$ cat src/rtl/frx_pkg.sv
package frx_pkg;

  // strobes passed from the sequencing control to the datapath
  typedef struct packed {
    logic shiftEn;     // take the sampled data bit into the shift register
    logic loadWord;    // this bit completes a word: move it to the buffer
    logic setSyncErr;  // a frame sync cut the current frame short
  } frx_strobe_t;

endpackage

$ cat src/rtl/frx_sync.sv
module frx_sync #(
  parameter int WIDTH  = 3,
  parameter int STAGES = 2
) (
  input  logic             clk,
  input  logic             rst,
  input  logic [WIDTH-1:0] asyncIn,
  output logic [WIDTH-1:0] syncOut
);

  logic [WIDTH-1:0] chainQ [STAGES];

  genvar s;
  generate
    for (s = 0; s < STAGES; s++) begin : g_stage
      if (s == 0) begin : g_first
        always_ff @(posedge clk) begin
          if (rst) chainQ[s] <= '0;
          else     chainQ[s] <= asyncIn;
        end
      end else begin : g_next
        always_ff @(posedge clk) begin
          if (rst) chainQ[s] <= '0;
          else     chainQ[s] <= chainQ[s-1];
        end
      end
    end
  endgenerate

  assign syncOut = chainQ[STAGES-1];

endmodule

$ cat src/rtl/frx_ctrl.sv
module frx_ctrl
  import frx_pkg::*;
#(
  parameter int WORD_BITS       = 16,
  parameter int WORDS_PER_FRAME = 2
) (
  input  logic        clk,
  input  logic        rxReset,
  input  logic        bitClkS,
  input  logic        fsS,
  output frx_strobe_t stb
);

  localparam int BIT_CNT_W  = $clog2(WORD_BITS);
  localparam int WORD_CNT_W = (WORDS_PER_FRAME > 1) ? $clog2(WORDS_PER_FRAME) : 1;
  localparam logic [BIT_CNT_W-1:0]  LAST_BIT  = BIT_CNT_W'(WORD_BITS - 1);
  localparam logic [WORD_CNT_W-1:0] LAST_WORD = WORD_CNT_W'(WORDS_PER_FRAME - 1);

  logic                  bitClkPrevQ;
  logic                  fsPrevQ, fsPrevD;
  logic                  busyQ, busyD;
  logic [BIT_CNT_W-1:0]  bitCntQ, bitCntD;
  logic [WORD_CNT_W-1:0] wordCntQ, wordCntD;
  logic                  bitFall;
  logic                  fsRise;

  assign bitFall = bitClkPrevQ && !bitClkS;
  assign fsRise  = bitFall && fsS && !fsPrevQ;

  always_comb begin
    stb      = '0;
    busyD    = busyQ;
    bitCntD  = bitCntQ;
    wordCntD = wordCntQ;
    fsPrevD  = fsPrevQ;
    if (bitFall) begin
      fsPrevD = fsS;
      if (fsRise) begin
        // new frame; the bit on this edge is the delay slot
        stb.setSyncErr = busyQ;
        busyD    = 1'b1;
        bitCntD  = '0;
        wordCntD = '0;
      end else if (busyQ) begin
        stb.shiftEn = 1'b1;
        if (bitCntQ == LAST_BIT) begin
          stb.loadWord = 1'b1;
          bitCntD      = '0;
          if (wordCntQ == LAST_WORD) begin
            busyD    = 1'b0;
            wordCntD = '0;
          end else begin
            wordCntD = wordCntQ + 1'b1;
          end
        end else begin
          bitCntD = bitCntQ + 1'b1;
        end
      end
    end
  end

  always_ff @(posedge clk) begin
    if (rxReset) begin
      bitClkPrevQ <= 1'b0;
      fsPrevQ     <= 1'b0;
      busyQ       <= 1'b0;
      bitCntQ     <= '0;
      wordCntQ    <= '0;
    end else begin
      bitClkPrevQ <= bitClkS;
      fsPrevQ     <= fsPrevD;
      busyQ       <= busyD;
      bitCntQ     <= bitCntD;
      wordCntQ    <= wordCntD;
    end
  end

endmodule

$ cat src/rtl/frx_dpath.sv
module frx_dpath
  import frx_pkg::*;
#(
  parameter int WORD_BITS = 16,
  parameter int OUT_BITS  = 32
) (
  input  logic                clk,
  input  logic                rxReset,
  input  logic                dataS,
  input  logic                rdStb,
  input  frx_strobe_t         stb,
  output logic [OUT_BITS-1:0] bufferOut,
  output logic                readyOut,
  output logic                irqOut,
  output logic                overrunOut,
  output logic                syncErrOut
);

  localparam int EXT_BITS = OUT_BITS - WORD_BITS;

  logic [WORD_BITS-1:0] shiftQ;
  logic [WORD_BITS-1:0] nextWord;
  logic [OUT_BITS-1:0]  bufferQ;
  logic                 readyQ, irqQ, overrunQ, syncErrQ;

  assign nextWord = {shiftQ[WORD_BITS-2:0], dataS};

  always_ff @(posedge clk) begin
    if (rxReset) begin
      shiftQ   <= '0;
      bufferQ  <= '0;
      readyQ   <= 1'b0;
      irqQ     <= 1'b0;
      overrunQ <= 1'b0;
      syncErrQ <= 1'b0;
    end else begin
      if (stb.shiftEn) shiftQ <= nextWord;
      if (stb.loadWord) begin
        bufferQ <= {{EXT_BITS{nextWord[WORD_BITS-1]}}, nextWord};
        readyQ  <= 1'b1;
        irqQ    <= !readyQ || rdStb;
        if (readyQ && !rdStb) overrunQ <= 1'b1;
      end else begin
        irqQ <= 1'b0;
        if (rdStb) readyQ <= 1'b0;
      end
      if (stb.setSyncErr) syncErrQ <= 1'b1;
    end
  end

  assign bufferOut  = bufferQ;
  assign readyOut   = readyQ;
  assign irqOut     = irqQ;
  assign overrunOut = overrunQ;
  assign syncErrOut = syncErrQ;

endmodule

$ cat src/rtl/framed_serial_rx.sv
module framed_serial_rx
  import frx_pkg::*;
#(
  parameter int WORD_BITS       = 16,
  parameter int WORDS_PER_FRAME = 2,
  parameter int OUT_BITS        = 32,
  parameter int SYNC_STAGES     = 2
) (
  input  logic                clk,
  input  logic                rxReset,
  input  logic                bitClk,
  input  logic                frameSync,
  input  logic                serData,
  input  logic                rdStb,
  output logic [OUT_BITS-1:0] bufferOut,
  output logic                readyOut,
  output logic                irqOut,
  output logic                overrunOut,
  output logic                syncErrOut
);

  logic [2:0]  syncLines;
  frx_strobe_t stb;

  frx_sync #(.WIDTH(3), .STAGES(SYNC_STAGES)) u_sync (
    .clk     (clk),
    .rst     (rxReset),
    .asyncIn ({bitClk, frameSync, serData}),
    .syncOut (syncLines)
  );

  frx_ctrl #(.WORD_BITS(WORD_BITS), .WORDS_PER_FRAME(WORDS_PER_FRAME)) u_ctrl (
    .clk     (clk),
    .rxReset (rxReset),
    .bitClkS (syncLines[2]),
    .fsS     (syncLines[1]),
    .stb     (stb)
  );

  frx_dpath #(.WORD_BITS(WORD_BITS), .OUT_BITS(OUT_BITS)) u_dpath (
    .clk        (clk),
    .rxReset    (rxReset),
    .dataS      (syncLines[0]),
    .rdStb      (rdStb),
    .stb        (stb),
    .bufferOut  (bufferOut),
    .readyOut   (readyOut),
    .irqOut     (irqOut),
    .overrunOut (overrunOut),
    .syncErrOut (syncErrOut)
  );

endmodule

$ cat config.mk
export PLATFORM = sky130hd
export DESIGN_NAME = framed_serial_rx
export DESIGN_NICKNAME = d
export VERILOG_FILES = /design/src/rtl/frx_pkg.sv /design/src/rtl/frx_sync.sv /design/src/rtl/frx_ctrl.sv /design/src/rtl/frx_dpath.sv /design/src/rtl/framed_serial_rx.sv
export SDC_FILE = /design/constraint.sdc
export NUM_CORES = 1
export LEC_CHECK = 0
export BUFFER_PORTS_ARGS = -buffer_cell sky130_fd_sc_hd__buf_2
export CORE_MARGIN = 2
export CORE_UTILIZATION = 48
export CTS_CLUSTER_SIZE = 25
export DETAILED_ROUTE_END_ITERATION = 6
export PLACE_DENSITY = 0.73
export SETUP_SLACK_MARGIN = 0.02
export SKIP_LAST_GASP = 1
export SLEW_MARGIN = 20
export SYNTH_ARGS = -nofsm -noshare
export SYNTH_HDL_FRONTEND = slang
export SYNTH_SLANG_ARGS = --single-unit
export TNS_END_PERCENT = 50
$ cat constraint.sdc
create_clock -name clk -period 1.45 [get_ports clk]
set_input_delay 0.145 -clock clk [delete_from_list [all_inputs] [get_ports clk]]
set_output_delay 0.145 -clock clk [all_outputs]
set_load 0.02 [all_outputs]
==> impl_metrics.tcl, run 1 <==
set metrics [dict create \
    postRouteAntennaNets 0 \
    grt_pass1_vias 1173 \
    max_cap_violations 0 \
    worst_setup_hold_path_clk_slew_ps 90 \
    synth_enable_flop_cells 0 \
    flow.area_growth_from_synthesis_pct 19.9 \
    share_clk_of_total_power 0.412 \
    vias 1320 \
    multi_input_comb_area_um2 866 \
    yosysTopAreaCellShare 0.494 \
    power_density_nw_per_um2 1010 \
    fin_crit_sh 0.975 \
    rows 23 \
    report.final.setup_viol 0 \
    synth.cells.most_frequent "49 x dfxtp_1, 34 x nand2b_1, 32 x mux2i_1, 16 x buf_4, 8 x nor2b_1" \
    ys_ff_latch 49 \
    routed.top_layer "met4" \
    synth.distinct_cells 29 \
    cts_tree "built" \
    finalHoldViolCount 0 \
    yosysMostFrequentCell "dfxtp_1" \
    initial_core_util 0.496 \
    route.detailed.drc 0 \
    nNetsFinal 227 \
    netlist_area_um2 1980 \
    slew_violations 0 \
    final.setup_skew_ps 5.45 \
    std_cell_core_area_um2 4000 \
    insertedDiodeCount 0 \
    worst_setup_path_start_kind "flip-flop" \
    clock-root-buffer "clkbuf_8" \
    met1_length_um 1590 \
    die_area_um2 4660 \
    die_height_um 68.3 \
    worst_setup_path_end_kind "flip-flop" \
    detailedPlacementHpwl_um 2170 \
    tightest_slew_ps 386 \
    syn-instance-count 184 \
    timing.fmax_ghz 0.707 \
    route.detailed.vias_per_inst 4.87 \
    detail_route_met2_wl_um 1660 \
    synth.largest_area_cell "dfxtp_1" \
    p_switching_mw 0.460 \
    top_level_ports 42 \
    globalplace.congestion 0.803 \
    grt_first_pass_wirelength_um 5430 \
    netSwitchingFraction 0.191 \
    internal_power_mw 1.95 \
    grt_setup_unrepaired "yes" \
    ys.warnings.count 0 \
    h-tree-depth 2 \
    met3_wirelength_um 109 \
    r2r_slack_ps 40 \
    clock_sink_count 49 \
    netlist_top_cells_area "dfxtp_1 49%, mux2i_1 16%, nand2b_1 11%" \
    grt.overflow.total 0 \
    synth_fp_nets 191 \
    sequentialPowerShare 0.564 \
    irDropWorstVdd_uv 781 \
    timing.hold.ws_ps 48.9 \
    drt_first_iter_violations 45 \
    die-width_um 68.3 \
    period_needed_ps 1410 \
    synth_ff_type "dfxtp_1" \
    route.detailed.wl_per_inst_um 12.5 \
    setup_ws_ps 35.7 \
    power.total_mw 2.41 \
    synthesis.area_per_instance_um2 10.8 \
    outcome "finished clean" \
    post_cts_hold_buffer_count 0 \
    worst-endpoint-required_ps 1640 \
    drt_pass1_iterations 4 \
    synth_seq_area_share 0.494 \
    initial_antenna_violation_count 0 \
    worstHoldPathType "input port to flip-flop" \
    cts_max_path_buffers 2 \
    arrival_ps 1610 \
    worstSkewPairLatency_ps 300 \
    combPwrFrac 0.024 \
    global_route.usage.total 0.156 \
    critical_path.max_fanout 5 \
    grt_max_degree 48 \
    async_reset_ff_frac 0 \
    tritoncts.num_buffers 5 \
    port_buffers 41 \
    drt-total-wl_um 3400 \
    fill_cells 363 \
    max-slew-margin-rel 0.742 \
    sequential_cell_area_um2 988 \
    pre_cts_ws_ps -21.6 \
    layout-drive-gt1-share 0.353 \
    power.leakage_nw 1.09 \
    critical_path_class "flip-flop to flip-flop" \
]
==> final cells by class <==
| class | count | area share |
|---|---|---|
| clock buffer | 7 | 0.0363 |
| clock inverter | 1 | 0.0126 |
| sequential | 49 | 0.416 |
| timing repair buffer | 53 | 0.145 |
| multi-input combinational | 111 | 0.364 |
| tap | 50 | 0.0263 |
==> registers in the layout (all words and copies together), names as in the netlist, 4 cells and up <==
signal             cells
u_ctrl.bitCntQ         4
u_dpath.shiftQ        15
u_sync.chainQ          6
u_dpath.bufferOut     16
==> logic make-up (layout without fill, tap and decap cells) <==
family | Yosys count | in the layout | synth area share
AOI/OAI and AO/OA | 11 | 11 | 0.0309
xor gates and xnor gates | 1 | 1 | 0.00441
adders and majority gates | 1 | 1 | 0.00630
buffers and inverters | 24 | 61 | 0.0914
DFF | 49 | 49 | 0.494
muxes | 32 | 32 | 0.161
and+or+nand+nor | 66 | 66 | 0.211
==> per-stage QoR <==
stage	utilization	instances	area [um^2]	TNS, ps
5_1_grt	0.595	271	2380	-46.9
2_1_floorplan	-	184	2000	0
3_5_place_dp	0.541	260	2170	-21.6
4_1_cts	0.573	268	2290	0
6_report	0.595	271	2380	0
3_3_place_gp	0.541	260	2170	0
==> layer usage <==
metal | GRT usage | vias up
li1 | - | 673
met1 | 0.202 | 625
met2 | 0.250 | 17
met3 | 0.0395 | 5
met4 | 0.0600 | 0
met5 | 0 | -
==> cells in the final DEF (no fill, tap or decap), types with 2 or more instances in the layout <==
cell type,count
dfxtp_1,45
buf_4,8
mux2i_1,32
buf_12,2
nor2b_1,8
o21ai_0,2
nand3_1,2
a21oi_2,2
nand2b_1,34
nand2_1,3
nor2_1,5
a21oi_1,5
buf_2,41
dfxtp_2,3
clkbuf_8,6
==> repair_timing <==
action	CTS	global route
resized for setup	3	12
setup endpoints to repair	3	14
pin swaps	0	4
endpoints found under the hold margin	0	0
buffers inserted	0	2
gates cloned	0	1
==> final timing paths <==
path / start / end / depth (start not counted)
max: u_ctrl.bitCntQ[1]$_SDFFE_PP0P_ / u_dpath.bufferOut[12]$_SDFFE_PP0P_ / 5
min: serData / u_sync.chainQ[0][0]$_SDFF_PP0_ / 2
max reg2reg: u_ctrl.bitCntQ[1]$_SDFFE_PP0P_ / u_dpath.bufferOut[12]$_SDFFE_PP0P_ / 5
min reg2reg: u_sync.chainQ[0][1]$_SDFF_PP0_ / u_sync.chainQ[1][1]$_SDFF_PP0_ / 1
==> power groups by stage <==
stage	clock network, mW	logic, mW	registers (mW)
final	0.992	0.0585	1.36
after global routing	1.06	0.0635	1.36
after CTS	1.01	0.0579	1.36
after detailed placement	0	0.0575	1.39
after global placement	0	0.0575	1.39
after floorplan	0	0.0399	1.39
==> worst max-delay path: stages, from the launching register on <==
cell       delay, ps
dfxtp_4          380
ha_4             140
nand2_2           60
or3_4            440
clkbuf_16        180
mux2i_1          110
Note: power is estimated with default switching activity, not from simulation.
==> inputs of run 2 (changes only) <==
- BUFFER_PORTS_ARGS: -buffer_cell sky130_fd_sc_hd__buf_2 -> default
- CORE_UTILIZATION: 48 -> 55
- DONT_BUFFER_PORTS: default -> 1
- PLACE_DENSITY: 0.73 -> 0.72
- SYNTH_HIERARCHICAL: default -> 1
==> run 2 against run 1 <==
The run now ends with hold timing left; first-iteration DRC count rose by 47%; clock-buffer cell count unchanged; maximum frequency shrank 1.0%; setup slack got worse by 15 ps; register-to-register slack about the same; core utilization increased by 2.6 points; critical path type unchanged; largest cell class unchanged.
==> impl_metrics.tcl, run 2 <==
set metrics [dict create \
    route.detailed.wl_per_inst_um 12.9 \
    finalHoldViolCount 41 \
    worst_setup_path_end_kind "flip-flop" \
    h-tree-depth 2 \
    worstHoldPathType "input port to flip-flop" \
    timing.critical_path.cells "ha_4, nand3_4, nor3_4, buf_6, mux2i_2, nor2_1" \
    final_cell_mix "44 x dfxtp_1, 36 x nor2_1, 30 x mux2i_1" \
    vias 1199 \
    mostFrequentLayoutCell "dfxtp_1" \
    cp_num_buf_inv 1 \
    synthesis.area_per_instance_um2 10.3 \
    netlist_area_um2 1940 \
    period_needed_ps 1430 \
    dpl-instance-area_um2 1900 \
    slew_violations 0 \
    critical_path.max_fanout 5 \
    global_route.usage.total 0.162 \
    setup_tns_ps 0 \
    synth_enable_flop_cells 0 \
    route.detailed.vias_per_inst 5.12 \
    drt-total-wl_um 3010 \
    synth.cells.most_frequent "49 x dfxtp_1, 36 x nor2_1, 31 x mux2i_1, 17 x buf_4, 9 x a21oi_1" \
    r2r_cells 6 \
    critical_path_class "flip-flop to flip-flop" \
    route.detailed.drc 0 \
    flow.area_growth_from_synthesis_pct 7.40 \
    die-width_um 63.5 \
    grt_pass1_vias 1187 \
    hold-path-cell-count 1 \
    worst-endpoint-required_ps 1720 \
    grt_first_pass_wirelength_um 5080 \
    max-slew-margin-rel 0.785 \
    post_cts_hold_buffer_count 8 \
    arrival_ps 1700 \
    irDropWorstVdd_uv 742 \
    worst_setup_hold_path_clk_slew_ps 130 \
    max_cap_violations 0 \
    grt.overflow.total 0 \
    synth_fp_nets 195 \
    worst_setup_path_start_kind "flip-flop" \
    critical-path-top-delay-family "simple AND/OR/NAND/NOR gates" \
    outcome "finished, violations left" \
    power.total_mw 1.97 \
    tightest_slew_ps 319 \
    grt_max_degree 51 \
    startpoint "u_ctrl/bitCntQ[0]$_SDFFE_PP0P_" \
    critical_path_depth 6 \
    cts_tree "built" \
    core_occupancy_in_the_finished_layout 0.621 \
    tritoncts.num_buffers 5 \
    synth.distinct_cells 30 \
    drt_first_iter_violations 66 \
    crit_path_max_incr_delay_ps 390 \
    clock-root-buffer "clkbuf_4" \
    worstSkewPairLatency_ps 360 \
    grt_setup_unrepaired "yes" \
    std_cell_core_area_um2 3360 \
    setup_ws_ps 21.0 \
    failed_checks "hold timing" \
    initial_antenna_violation_count 0 \
    synth.largest_area_cell "dfxtp_1" \
    die_area_um2 4030 \
    clock_sink_count 49 \
    ys.warnings.count 6 \
    netlist_top_cells_area "dfxtp_1 50%, mux2i_1 16%, nor2_1 6.9%" \
    final.setup_skew_ps 9.99 \
    r2r_start "u_ctrl/bitCntQ[0]$_SDFFE_PP0P_" \
    port_buffers 0 \
    detailedPlacementHpwl_um 1990 \
    insertedDiodeCount 0 \
    yosysTopAreaCellShare 0.505 \
    nNetsFinal 194 \
    report.final.setup_viol 0 \
    rows 21 \
    ys_ff_latch 49 \
    number_of_cells_in_the_finished_layout_apart_from_fillers 234 \
    syn-instance-count 188 \
    layout-drive-gt1-share 0.165 \
    timing.hold.worst.start "rxReset" \
    power_density_nw_per_um2 945 \
    power.leakage_nw 0.740 \
    timing.fmax_ghz 0.700 \
    timing.hold.ws_ps -159 \
    synth_ff_type "dfxtp_1" \
    fin_crit_sh 0.986 \
    largest_register_ffs 16 \
    placed_cells_incl_taps 217 \
    top_level_ports 42 \
    pre_cts_ws_ps 23.6 \
    synth_seq_area_share 0.505 \
    drt_pass1_iterations 4 \
    critical_path.slowest_cell "dfxtp_4" \
    fill_cells 302 \
    stdcell_area_um2 2090 \
    globalplace.congestion 0.809 \
    yosysMostFrequentCell "dfxtp_1" \
    die_height_um 63.5 \
    cts_max_path_buffers 2 \
    initial_core_util 0.578 \
    async_reset_ff_frac 0 \
    postRouteAntennaNets 0 \
]
==> run 2: cell count changes in the layout (fill, tap and decap cells not counted), sizes merged, moves of 2 or more <==
cell | previous run | this run
a21oi | 7 | 9
buf | 52 | 9
dlygate4sd3 | 0 | 8
inv | 0 | 2
nand2 | 4 | 6
nand2b | 34 | 3
nand3b | 1 | 3
nand4b | 2 | 0
nor2 | 6 | 37
or3 | 3 | 0
==> run 2: metal layers <==
metal | global-route usage | routed length [um] | share of wire | up-vias
met4 | 0.0652 | 55 | 0.018 | 0
met1 | 0.177 | 1300 | 0.43 | 566
met3 | 0.0679 | 184 | 0.061 | 6
met2 | 0.276 | 1470 | 0.49 | 20
met5 | 0 | 0 | 0 | -
li1 | - | - | - | 607
==> run 2: logic make-up after synthesis <==
kind of cell / after synthesis / share of synthesized area
fa+ha+maj: 1 / 0.00643
buf+inv: 26 / 0.109
mux: 31 / 0.160
flops: 49 / 0.505
simple gates: 65 / 0.175
compound gates: 16 / 0.0457
==> run 2: path summary, 6_finish.rpt <==
path	end	slack [ps]
min reg2reg	u_ctrl/fsPrevQ$_SDFFE_PP0P_	480
min	u_dpath/bufferOut[2]$_SDFFE_PP0P_	-160
max	u_dpath/bufferOut[13]$_SDFFE_PP0P_	20
max reg2reg	u_dpath/bufferOut[13]$_SDFFE_PP0P_	20
==> run 2: area by class of cell <==
| class | instances | area (um^2) | share of cell area |
|---|---|---|---|
| Multi-Input combinational cell | 113 | 797 | 0.382 |
| Sequential cell | 49 | 995 | 0.476 |
| Clock buffer | 7 | 45.0 | 0.0216 |
| Inverter | 1 | 3.75 | 0.00180 |
| Tap cell | 46 | 57.6 | 0.0276 |
| Clock inverter | 1 | 6.26 | 0.00300 |
| Timing Repair Buffer | 17 | 184 | 0.0881 |
==> run 2: where the power goes <==
group	total [mW]	switching, mW	internal, mW
sequential	1.35	0.00452	1.35
clock	0.588	0.394	0.194
combinational	0.0310	0.00975	0.0213
==> run 2: timing repair <==
item,in CTS,in global routing
pin swaps,0,6
resized for setup,1,13
endpoints found under the setup margin,5,19
gates cloned,0,0
endpoints found under the hold margin,49,41
buffers inserted,0,1
==> inputs of run 3 (changes only) <==
- SETUP_SLACK_MARGIN: 0.02 -> 0.2
==> run 3 against run 2 <==
The run still ends with hold timing left; cell area is 4.9% higher; sequential share of layout area is 2.1 points lower; sequential power hardly changed; cell count is 2.6% higher; clock-buffer cell count is 2 lower; maximum frequency is 1.6% higher; largest cell class unchanged.
==> impl_metrics.tcl, run 3 (synthesized netlist as in run 2, its figures left out) <==
set metrics [dict create \
    die_height_um 63.5 \
    failed_checks "hold timing" \
    insertedDiodeCount 0 \
    std_cell_core_area_um2 3360 \
    worst_setup_path_start_kind "flip-flop" \
    worstHoldPathType "input port to flip-flop" \
    period_needed_ps 1410 \
    timing.critical_path.cells "nand3b_4, buf_6, nor2_4, buf_4, clkbuf_16, mux2i_1, nor2_1" \
    vias 1252 \
    fin_crit_sh 0.970 \
    timing.fmax_ghz 0.711 \
    finalHoldViolCount 42 \
    layout-drive-gt1-share 0.216 \
    global_route.usage.total 0.178 \
    worst-endpoint-required_ps 1710 \
    critical_path.slowest_cell "dfxtp_2" \
    max_cap_violations 0 \
    grt_first_pass_wirelength_um 5550 \
    die_area_um2 4030 \
    worst_setup_path_end_kind "flip-flop" \
    flow.area_growth_from_synthesis_pct 12.6 \
    max-slew-margin-rel 0.778 \
    grt_pass1_vias 1238 \
    grt.overflow.total 0 \
    number_of_cells_in_the_finished_layout_apart_from_fillers 240 \
    slew_violations 0 \
    tightest_slew_ps 332 \
    grt_max_degree 51 \
    power.leakage_nw 0.796 \
    cts_max_path_buffers 2 \
    setup_tns_ps 0 \
    top_level_ports 42 \
    arrival_ps 1670 \
    critical_path.max_fanout 5 \
    outcome "finished, violations left" \
    final.setup_skew_ps 9.58 \
    h-tree-depth 2 \
    detailedPlacementHpwl_um 2070 \
    rows 21 \
    clock_sink_count 49 \
    mostFrequentLayoutCell "dfxtp_1" \
    critical_path_class "flip-flop to flip-flop" \
    timing.hold.ws_ps -153 \
    worstSkewPairLatency_ps 350 \
    tritoncts.num_buffers 5 \
    clock-root-buffer "clkbuf_4" \
    postRouteAntennaNets 0 \
    port_buffers 0 \
    initial_core_util 0.578 \
    final_cell_mix "42 x dfxtp_1, 36 x nor2_1, 31 x mux2i_1" \
    power_density_nw_per_um2 974 \
    power.total_mw 2.13 \
    placed_cells_incl_taps 214 \
    r2r_slack_ps 40 \
    route.detailed.drc 0 \
    route.detailed.vias_per_inst 5.22 \
    worst_setup_hold_path_clk_slew_ps 130 \
    nNetsFinal 201 \
    cts_tree "built" \
    post_cts_hold_buffer_count 7 \
    die-width_um 63.5 \
    drt_first_iter_violations 64 \
    fill_cells 283 \
    irDropWorstVdd_uv 713 \
    multi_input_comb_area_um2 798 \
    drt_pass1_iterations 4 \
    largest_register_ffs 16 \
    globalplace.congestion 0.751 \
    report.final.setup_viol 0 \
    drt-total-wl_um 3560 \
    grt_setup_unrepaired "yes" \
    initial_antenna_violation_count 0 \
    core_occupancy_in_the_finished_layout 0.651 \
    crit_path_max_incr_delay_ps 350 \
    sequential_cell_area_um2 997 \
    route.detailed.wl_per_inst_um 14.8 \
]
run 3: layout make-up:
class,instances,area share
Multi-Input combinational cell,113,0.365
Timing Repair Buffer,24,0.118
Tap cell,46,0.0263
Clock inverter,2,0.0160
Inverter,1,0.00286
Sequential cell,49,0.455
Clock buffer,5,0.0171
run 3: what timing repair did:
item,CTS,global route
cloned,1,1
resized for setup,4,15
buffers inserted,2,8
pin swaps,2,4
hold endpoints to repair,49,42
setup endpoints to repair,33,54
run 3: stage by stage:
| step | area, um^2 | setup slack, ps |
|---|---|---|
| after CTS | 2060 | 50.1 |
| after floorplan | 1980 | 72.7 |
| after global routing | 2190 | -7.55 |
| after global placement | 1890 | 64.7 |
| final | 2190 | 43.3 |
| after detailed placement | 1890 | -6.39 |
run 3: where the power goes:
part | total (mW) | switching [mW] | internal [mW] | leakage, nW
combinational | 0.0319 | 0.0107 | 0.0212 | 0.355
sequential | 1.35 | 0.00458 | 1.35 | 0.400
clock | 0.746 | 0.395 | 0.352 | 0.0410
run 3: worst max-delay path, delay by kind of cell (launching register included):
| kind | cells | cell delay [ps] |
|---|---|---|
| flops | 1 | 350 |
| mux | 1 | 170 |
| buf+inv | 3 | 420 |
| simple gates | 3 | 370 |
run 3: path summary, 6_finish.rpt:
path              cells after the start                      startpoint                             end
setup / recovery                      7  u_sync/chainQ[1][2]$_SDFF_PP0_  u_dpath/shiftQ[6]$_SDFFE_PP0P_
hold / removal                        1                         rxReset  u_ctrl/bitCntQ[1]$_SDFFE_PP0P_
setup reg to reg                      7  u_sync/chainQ[1][2]$_SDFF_PP0_  u_dpath/shiftQ[6]$_SDFFE_PP0P_
hold reg to reg                       2  u_sync/chainQ[1][1]$_SDFF_PP0_     u_ctrl/fsPrevQ$_SDFFE_PP0P_
run 3: per-layer routing:
layer  vias up  share of wire  track usage  wire (um)
met4         0         0.0070       0.0707         25
li1        621              -            -          -
met3         2          0.060       0.0607        214
met1       594           0.40        0.189       1430
met2        35           0.53        0.320       1880
met5         -              0            0          0
